<file path="src/rtl/gpio_port_pkg.sv">
package gpio_port_pkg;
  localparam int unsigned BUS_AW = 2;
  typedef logic [BUS_AW-1:0] bus_addr_t;
  localparam bus_addr_t OFS_PIN = 2'd0;
  localparam bus_addr_t OFS_DIR = 2'd1;
  localparam bus_addr_t OFS_LAT = 2'd2;
endpackage

</file>
<file path="src/rtl/gpio_port_rst_sync.sv">
module gpio_port_rst_sync (
  input  logic clk,
  input  logic rst_n,
  output logic rst_sync_n
);
  logic [1:0] rq;

  always_ff @(posedge clk or negedge rst_n) begin
    if (!rst_n) rq <= 2'b00;
    else        rq <= {rq[0], 1'b1};
  end

  assign rst_sync_n = rq[1];
endmodule

</file>
<file path="src/rtl/gpio_port_sync.sv">
module gpio_port_sync #(
  parameter int unsigned WIDTH  = 8,
  parameter int unsigned STAGES = 2
) (
  input  logic             clk,
  input  logic             rst_n,
  input  logic [WIDTH-1:0] din,
  output logic [WIDTH-1:0] dout
);
  localparam int unsigned AGE_W = $clog2(STAGES + 1);

  logic [WIDTH-1:0] stg_q [STAGES];
  logic [WIDTH-1:0] stg_d [STAGES];

  for (genvar s = 0; s < STAGES; s++) begin : g_stage
    if (s == 0) begin : g_first
      assign stg_d[s] = din;
    end else begin : g_next
      assign stg_d[s] = stg_q[s-1];
    end
    always_ff @(posedge clk or negedge rst_n) begin
      if (!rst_n) stg_q[s] <= '0;
      else        stg_q[s] <= stg_d[s];
    end
  end

  assign dout = stg_q[STAGES-1];

  // cycles since reset, saturating; only used to bound the latency check
  logic [AGE_W-1:0] age_q;
  always_ff @(posedge clk or negedge rst_n) begin
    if (!rst_n)                     age_q <= '0;
    else if (age_q != AGE_W'(STAGES)) age_q <= age_q + 1'b1;
  end

  AST_SYNC_LATENCY: assert property (@(posedge clk) disable iff (!rst_n)
    (age_q == AGE_W'(STAGES)) |-> (dout == $past(din, STAGES)));
endmodule

</file>
<file path="src/rtl/gpio_port_regs.sv">
module gpio_port_regs
  import gpio_port_pkg::*;
#(
  parameter int unsigned WIDTH = 8
) (
  input  logic             clk,
  input  logic             rst_n,
  input  logic             wr_en,
  input  bus_addr_t        wr_addr,
  input  logic [WIDTH-1:0] wr_data,
  output logic [WIDTH-1:0] dir_q,
  output logic [WIDTH-1:0] lat_q
);
  logic [WIDTH-1:0] dir_d, lat_d;
  logic             dir_en, lat_en;

  always_comb begin
    dir_d  = dir_q;
    lat_d  = lat_q;
    dir_en = 1'b0;
    lat_en = 1'b0;
    if (wr_en) begin
      unique case (wr_addr)
        OFS_PIN: begin lat_d = lat_q ^ wr_data; lat_en = 1'b1; end
        OFS_DIR: begin dir_d = wr_data;         dir_en = 1'b1; end
        OFS_LAT: begin lat_d = wr_data;         lat_en = 1'b1; end
        default: ;
      endcase
    end
  end

  always_ff @(posedge clk or negedge rst_n) begin
    if (!rst_n)      dir_q <= '0;
    else if (dir_en) dir_q <= dir_d;
  end

  always_ff @(posedge clk or negedge rst_n) begin
    if (!rst_n)      lat_q <= '0;
    else if (lat_en) lat_q <= lat_d;
  end

  AST_TOGGLE_WRITE: assert property (@(posedge clk) disable iff (!rst_n)
    (wr_en && wr_addr == OFS_PIN) |=> (lat_q == ($past(lat_q) ^ $past(wr_data))));
  AST_TOGGLE_KEEPS_DIR: assert property (@(posedge clk) disable iff (!rst_n)
    (wr_en && wr_addr == OFS_PIN) |=> $stable(dir_q));
  AST_UNMAPPED_WRITE: assert property (@(posedge clk) disable iff (!rst_n)
    (wr_en && wr_addr == 2'd3) |=> ($stable(dir_q) && $stable(lat_q)));
  AST_IDLE_HOLD: assert property (@(posedge clk) disable iff (!rst_n)
    !wr_en |=> ($stable(dir_q) && $stable(lat_q)));
endmodule

</file>
<file path="src/rtl/gpio_port_pad_ctrl.sv">
module gpio_port_pad_ctrl #(
  parameter int unsigned WIDTH = 8
) (
  input  logic [WIDTH-1:0] dir,
  input  logic [WIDTH-1:0] lat,
  output logic [WIDTH-1:0] out,
  output logic [WIDTH-1:0] oe,
  output logic [WIDTH-1:0] pu
);
  for (genvar i = 0; i < WIDTH; i++) begin : g_pin
    always_comb begin
      oe[i] = dir[i];
      out[i] = lat[i];
      pu[i] = lat[i] & ~dir[i];
    end
  end
endmodule

</file>
<file path="src/rtl/gpio_port.sv">
module gpio_port
  import gpio_port_pkg::*;
#(
  parameter int unsigned WIDTH       = 8,
  parameter int unsigned SYNC_STAGES = 2
) (
  input  logic             clk,
  input  logic             rst_n,
  input  logic             bus_we,
  input  logic [1:0]       bus_addr,
  input  logic [WIDTH-1:0] bus_wdata,
  output logic [WIDTH-1:0] bus_rdata,
  input  logic [WIDTH-1:0] pad_in,
  output logic [WIDTH-1:0] pad_out,
  output logic [WIDTH-1:0] pad_oe,
  output logic [WIDTH-1:0] pad_pu
);
  logic             rst_i_n;
  logic [WIDTH-1:0] dir_q, lat_q, pin_s;

  gpio_port_rst_sync u_rst (
    .clk        (clk),
    .rst_n      (rst_n),
    .rst_sync_n (rst_i_n)
  );

  gpio_port_sync #(.WIDTH(WIDTH), .STAGES(SYNC_STAGES)) u_sync (
    .clk   (clk),
    .rst_n (rst_i_n),
    .din   (pad_in),
    .dout  (pin_s)
  );

  gpio_port_regs #(.WIDTH(WIDTH)) u_regs (
    .clk     (clk),
    .rst_n   (rst_i_n),
    .wr_en   (bus_we),
    .wr_addr (bus_addr),
    .wr_data (bus_wdata),
    .dir_q   (dir_q),
    .lat_q   (lat_q)
  );

  gpio_port_pad_ctrl #(.WIDTH(WIDTH)) u_pad (
    .dir (dir_q),
    .lat (lat_q),
    .out (pad_out),
    .oe  (pad_oe),
    .pu  (pad_pu)
  );

  always_comb begin
    unique case (bus_addr)
      OFS_PIN: bus_rdata = pin_s;
      OFS_DIR: bus_rdata = dir_q;
      OFS_LAT: bus_rdata = lat_q;
      default: bus_rdata = '0;
    endcase
  end

  AST_NO_PU_ON_OUTPUT: assert property (@(posedge clk) disable iff (!rst_i_n)
    (pad_pu & pad_oe) == '0);
  AST_UNMAPPED_READ: assert property (@(posedge clk) disable iff (!rst_i_n)
    (bus_addr == 2'd3) |-> (bus_rdata == '0));
  AST_DIR_WRITE_OE: assert property (@(posedge clk) disable iff (!rst_i_n)
    (bus_we && bus_addr == OFS_DIR) |=> (pad_oe == $past(bus_wdata)));
  AST_LAT_WRITE_OUT: assert property (@(posedge clk) disable iff (!rst_i_n)
    (bus_we && bus_addr == OFS_LAT) |=> (pad_out == $past(bus_wdata)));
endmodule

</file>
<file path="config.mk">
export PLATFORM = sky130hd
export DESIGN_NAME = gpio_port
export DESIGN_NICKNAME = d
export VERILOG_FILES = /design/src/rtl/gpio_port_pkg.sv /design/src/rtl/gpio_port_rst_sync.sv /design/src/rtl/gpio_port_sync.sv /design/src/rtl/gpio_port_regs.sv /design/src/rtl/gpio_port_pad_ctrl.sv /design/src/rtl/gpio_port.sv
export SDC_FILE = /design/constraint.sdc
export NUM_CORES = 1
export LEC_CHECK = 0
export ABC_AREA = 1
export BUFFER_PORTS_ARGS = -buffer_cell sky130_fd_sc_hd__buf_4
export CORE_MARGIN = 2
export CORE_UTILIZATION = 40
export DETAILED_ROUTE_END_ITERATION = 8
export HOLD_SLACK_MARGIN = 0.15
export PLACE_DENSITY = 0.65
export SETUP_SLACK_MARGIN = 0.5
export SYNTH_ARGS = -nofsm -noshare
export SYNTH_HDL_FRONTEND = slang
export SYNTH_SLANG_ARGS = --single-unit
</file>
<file path="constraint.sdc">
create_clock -name clk -period 1.3 [get_ports clk]
set_input_delay 0.13 -clock clk [delete_from_list [all_inputs] [get_ports clk]]
set_output_delay 0.13 -clock clk [all_outputs]
set_load 0.02 [all_outputs]
</file>
Word-level counts from Yosys, hierarchy flattened
Cells that the tools add are included.
Widths: inputs -> output; s select.
- bits in registers: 34
- word-level logic and storage cells: 35
- equal/unequal tests: 2
- multiplexer cells: 6
- bitwise operators: 17
- reduce and logical (&&, ||, !) cells: 5
- operators by type and width (kind ; number):
    $pmux 8 s3 ; 1
    $pmux 8 s2 ; 1
    $and 1x1->1 ; 8
    $not 1->1 ; 8
    $xor 8x8->8 ; 1
    $reduce_and 3->1 ; 2
    $mux 1 ; 4
    $eq 2x1->1 const B ; 1
    $eq 2x2->1 const B ; 1
    $logic_not 2->1 ; 1
    $reduce_bool 2->1 ; 1
    $reduce_or 2->1 ; 1

Depth between registers and ports, before layout
- depth in word-level cells: 5
- mapped depth: 6

Cells and area by module
A second synthesis with hierarchy kept.
- cells, all modules: 184
- area, all modules: 1592.8 um^2
- by module, submodules not included (module ; times used ; cells an instance ; area each (um^2)):
    gpio_port_regs ; 1 ; 96 ; 750.7
    gpio_port_sync ; 1 ; 16 ; 400.4
    gpio_port_pad_ctrl ; 1 ; 32 ; 200.2
    gpio_port ; 1 ; 37 ; 187.7
    gpio_port_rst_sync ; 1 ; 3 ; 53.8

Worst setup path after synthesis
Ideal clock, no wire load.
- path kind: reg2out
- start: register u_regs.lat_q[0]
- end: output pad_pu[0]
- arrival time: 0.807 ns
- setup slack: 0.363 ns
- cell stages (with the launch flop): 3
- buffers on the path: 0
- path through: dfrtp_1 inv_1 nor2_1
- word-level cells in the longest chain between the ends: 1
- RTL lines (item ; RTL line ; source):
    start, declared ; gpio_port_regs.sv:12 ; output logic [WIDTH-1:0] lat_q
    start signal, assigned ; gpio_port_regs.sv:39 ; else if (lat_en) lat_q <= lat_d;
    $and 1x1->1 ; gpio_port_pad_ctrl.sv:14 ; pu[i] = lat[i] & ~dir[i];
    end, declared ; gpio_port.sv:16 ; output logic [WIDTH-1:0] pad_pu
No other way between the ends.

Worst setup path after layout
- start: register u_regs.dir_q[7]
- end: output bus_rdata[7]
- word-level cells in the longest chain between the ends: 1
- RTL lines (item ; RTL line ; source):
    start, declared ; gpio_port_regs.sv:11 ; output logic [WIDTH-1:0] dir_q,
    start signal, assigned ; gpio_port_regs.sv:34 ; else if (dir_en) dir_q <= dir_d;
    $pmux 8 s3 ; gpio_port.sv:53 ; unique case (bus_addr)
    end, declared ; gpio_port.sv:12 ; output logic [WIDTH-1:0] bus_rdata,
No other way between the ends.

==> flow_summary.json <==
{
  "drive_gt1_share_pct": 53.08,
  "period_needed_ns": 1.240,
  "gp_congestion": 0.7996,
  "grt_max_degree": 25,
  "portBuffers": 52,
  "critPathKind": "flop to output port",
  "viasPerCell": 4.582,
  "r2r_end": "u_regs.lat_q[2]",
  "critPathArrivalTime_ns": 1.11,
  "cp_max_fo": 4,
  "rows": 21,
  "synth_nets": 187,
  "max_freq_ghz": 0.8065,
  "synth-warning-count": 0,
  "place_area_um2": 1979,
  "ant_nets": 0,
  "p_sw_mw": 1.112,
  "grt_pass1_wl_um": 6147,
  "dieHeight_um": 63.09,
  "vias": 1402,
  "whs_endpoint": "u_regs.dir_q[4]",
  "grt_pass1_vias": 1349,
  "dp_hpwl_um": 2558,
  "clk_latency_ns": 0.35,
  "cts.clk_slew.worst_paths_ns": 0.12,
  "grtUsageTotal_pct": 20.27,
  "path_delay_family": "flip-flops",
  "setup_slack_ns": 0.06011,
  "final_common_cell": "nand2_1",
  "syn2layout_area_growth_pct": 81.99,
  "ys_seq_area_share_pct": 60.93,
  "antennaDiodeCount": 0,
  "final_cell_area_um2": 2541,
  "cts.hold.buffers_added": 18,
  "p_leak_nw": 1.292,
  "start_util_pct": 41.84,
  "fin_cells": 306,
  "hp-class": "input port to flop",
  "final_nets": 280,
  "drc_errors": 0,
  "tns_ns": 0,
  "wirelength_um": 3804,
  "finalClockSkew_ns": 0.01294,
  "switching_share_pct": 33.30,
  "status": "finished, final reports clean",
  "die_area_um2": 3980,
  "grt_antenna_before_repair": 0,
  "hold_viol_final": 0,
  "crit_required_ns": 1.17,
  "slowest_stage": "dfrtp_2",
  "synth_cells": 166,
  "end_kind": "output port",
  "firstDrtPassIters": 4,
  "setup_violations": 0,
  "reg2reg_depth": 5,
  "start_kind": "flop",
  "rsz0062_at_grt": "yes",
  "drv_cap": 0,
  "dieWidth_um": 63.09,
  "power.density_nw_per_um2": 1314,
  "io_pins": 53,
  "whs_ns": 0.09249,
  "core_um2": 3337,
  "p_clk_share_pct": 23.3,
  "synth_cell_types": 13,
  "overflow": 0,
  "r2r_start": "u_regs.lat_q[2]",
  "clockBufferDepth": 2,
  "dp_cells": 266,
  "intPower_mw": 2.227,
  "postSynthAreaPerCell_um2": 8.412,
  "crit_path_cell_trace": "nand2_2, nand3_2, buf_6",
  "synth_seq_cells": 34,
  "tritoncts": "built",
  "clock_sinks": 34,
  "avgRoutedWirePerCell_um": 12.43,
  "layout_common_cells": "50 x nand2_1, 37 x buf_6, 32 x buf_4",
  "cts_max_level": 2,
  "cts_buffers": 5,
  "pre_cts_ws_ns": 0.1506,
  "worst-path-buf-inv": 1,
  "first_iter_violations": 57,
  "hold_depth": 3,
  "cts_root_buffer": "clkbuf_4",
  "fillers": 243,
  "slew_violations": 0,
  "combPwrFrac_pct": 36.1,
  "r2r_slack_ns": 0.40,
  "hold_start": "bus_we",
  "syn-cell-area_um2": 1396,
  "ir_worst_vdd_uv": 811.0,
  "crit_path_max_incr_delay_ns": 0.47,
  "sequentialPowerShare_pct": 40.6,
  "post-route-period-util_pct": 95.38
}
[state kept, by name, indices dropped and copies added, names as in the netlist]
register	count
u_regs.dir_q	8
u_regs.lat_q	8
u_rst.rq	2
u_sync.dout	8
u_sync.stg_d	8
[Yosys cell counts, drive strengths merged]
cell / number / area [um^2]
inv: 19 / 71.31
buf: 2 / 16.26
nor2: 28 / 117.6
nand2: 65 / 246.5
conb: 1 / 3.750
dfrtp: 34 / 850.8
nand3: 17 / 90.09
[kinds of logic after synthesis]
kind of cell | after synthesis | synth area share, %
flops | 34 | 60.93
other cells | 1 | 0.2686
buf+inv | 21 | 6.271
simple gates | 110 | 32.53
[worst min-delay path, stage by stage]
cell and delay (ns):
buf_4 0.15, nand3_1 0.08, nand2_1 0.05
[worst max-delay path by stage]
stage,start,to,slack [ns],cells past startpoint
6_report,u_regs.dir_q[7],bus_rdata[7],0.06,3
5_1_grt,u_regs.dir_q[2],bus_rdata[2],0.008,3
4_1_cts,u_regs.dir_q[7],bus_rdata[7],0.06,3
3_5_place_dp,bus_addr[1],bus_rdata[6],0.15,6
3_3_place_gp,bus_addr[1],bus_rdata[7],0.19,6
2_1_floorplan,u_regs.lat_q[0],bus_rdata[0],0.50,2
[layout make-up]
| type | count | area [um^2] | share of cell area (%) |
|---|---|---|---|
| multi-input cells | 111 | 598.1 | 23.54 |
| flip-flops and latches | 34 | 874.6 | 34.42 |
| clock buffers | 5 | 37.54 | 1.477 |
| well taps | 46 | 57.56 | 2.265 |
| repair buffers | 88 | 857.1 | 33.73 |
| clock inverters | 3 | 45.04 | 1.773 |
| inverters | 19 | 71.32 | 2.806 |
[routing by layer]
layer / global-route usage, % / share of wire [%] / vias to the layer above
met1: 24.42 / 40 / 678
met3: 4.286 / 4.0 / 8
met5: 0 / 0 / -
met2: 34.57 / 55 / 32
met4: 9.444 / 1.3 / 0
li1: - / - / 684
[power by group through the flow]
stage	Combinational [mW]	Sequential (mW)	Clock, mW
finish	1.21	1.36	0.777
global route	1.29	1.37	0.852
CTS	1.10	1.35	0.798
detailed placement	0.887	1.35	0
global placement	0.869	1.35	0
floorplan	0.398	1.44	0
[per-stage QoR]
stage               utilization [%]  total power [mW]
finish                        76.15             3.339
global route                  76.15             3.514
CTS                           72.07             3.248
detailed placement            59.32             2.239
global placement              59.32             2.214
floorplan                         -             1.837
[what timing repair did]
action / 4_1_cts / 5_1_grt
setup endpoints to repair: 32 / 58
endpoints found under the hold margin: 26 / 8
buffers inserted: 5 / 9
gates resized for setup: 42 / 18
pin swaps: 1 / 1
Power figures use the tool's default switching activity.
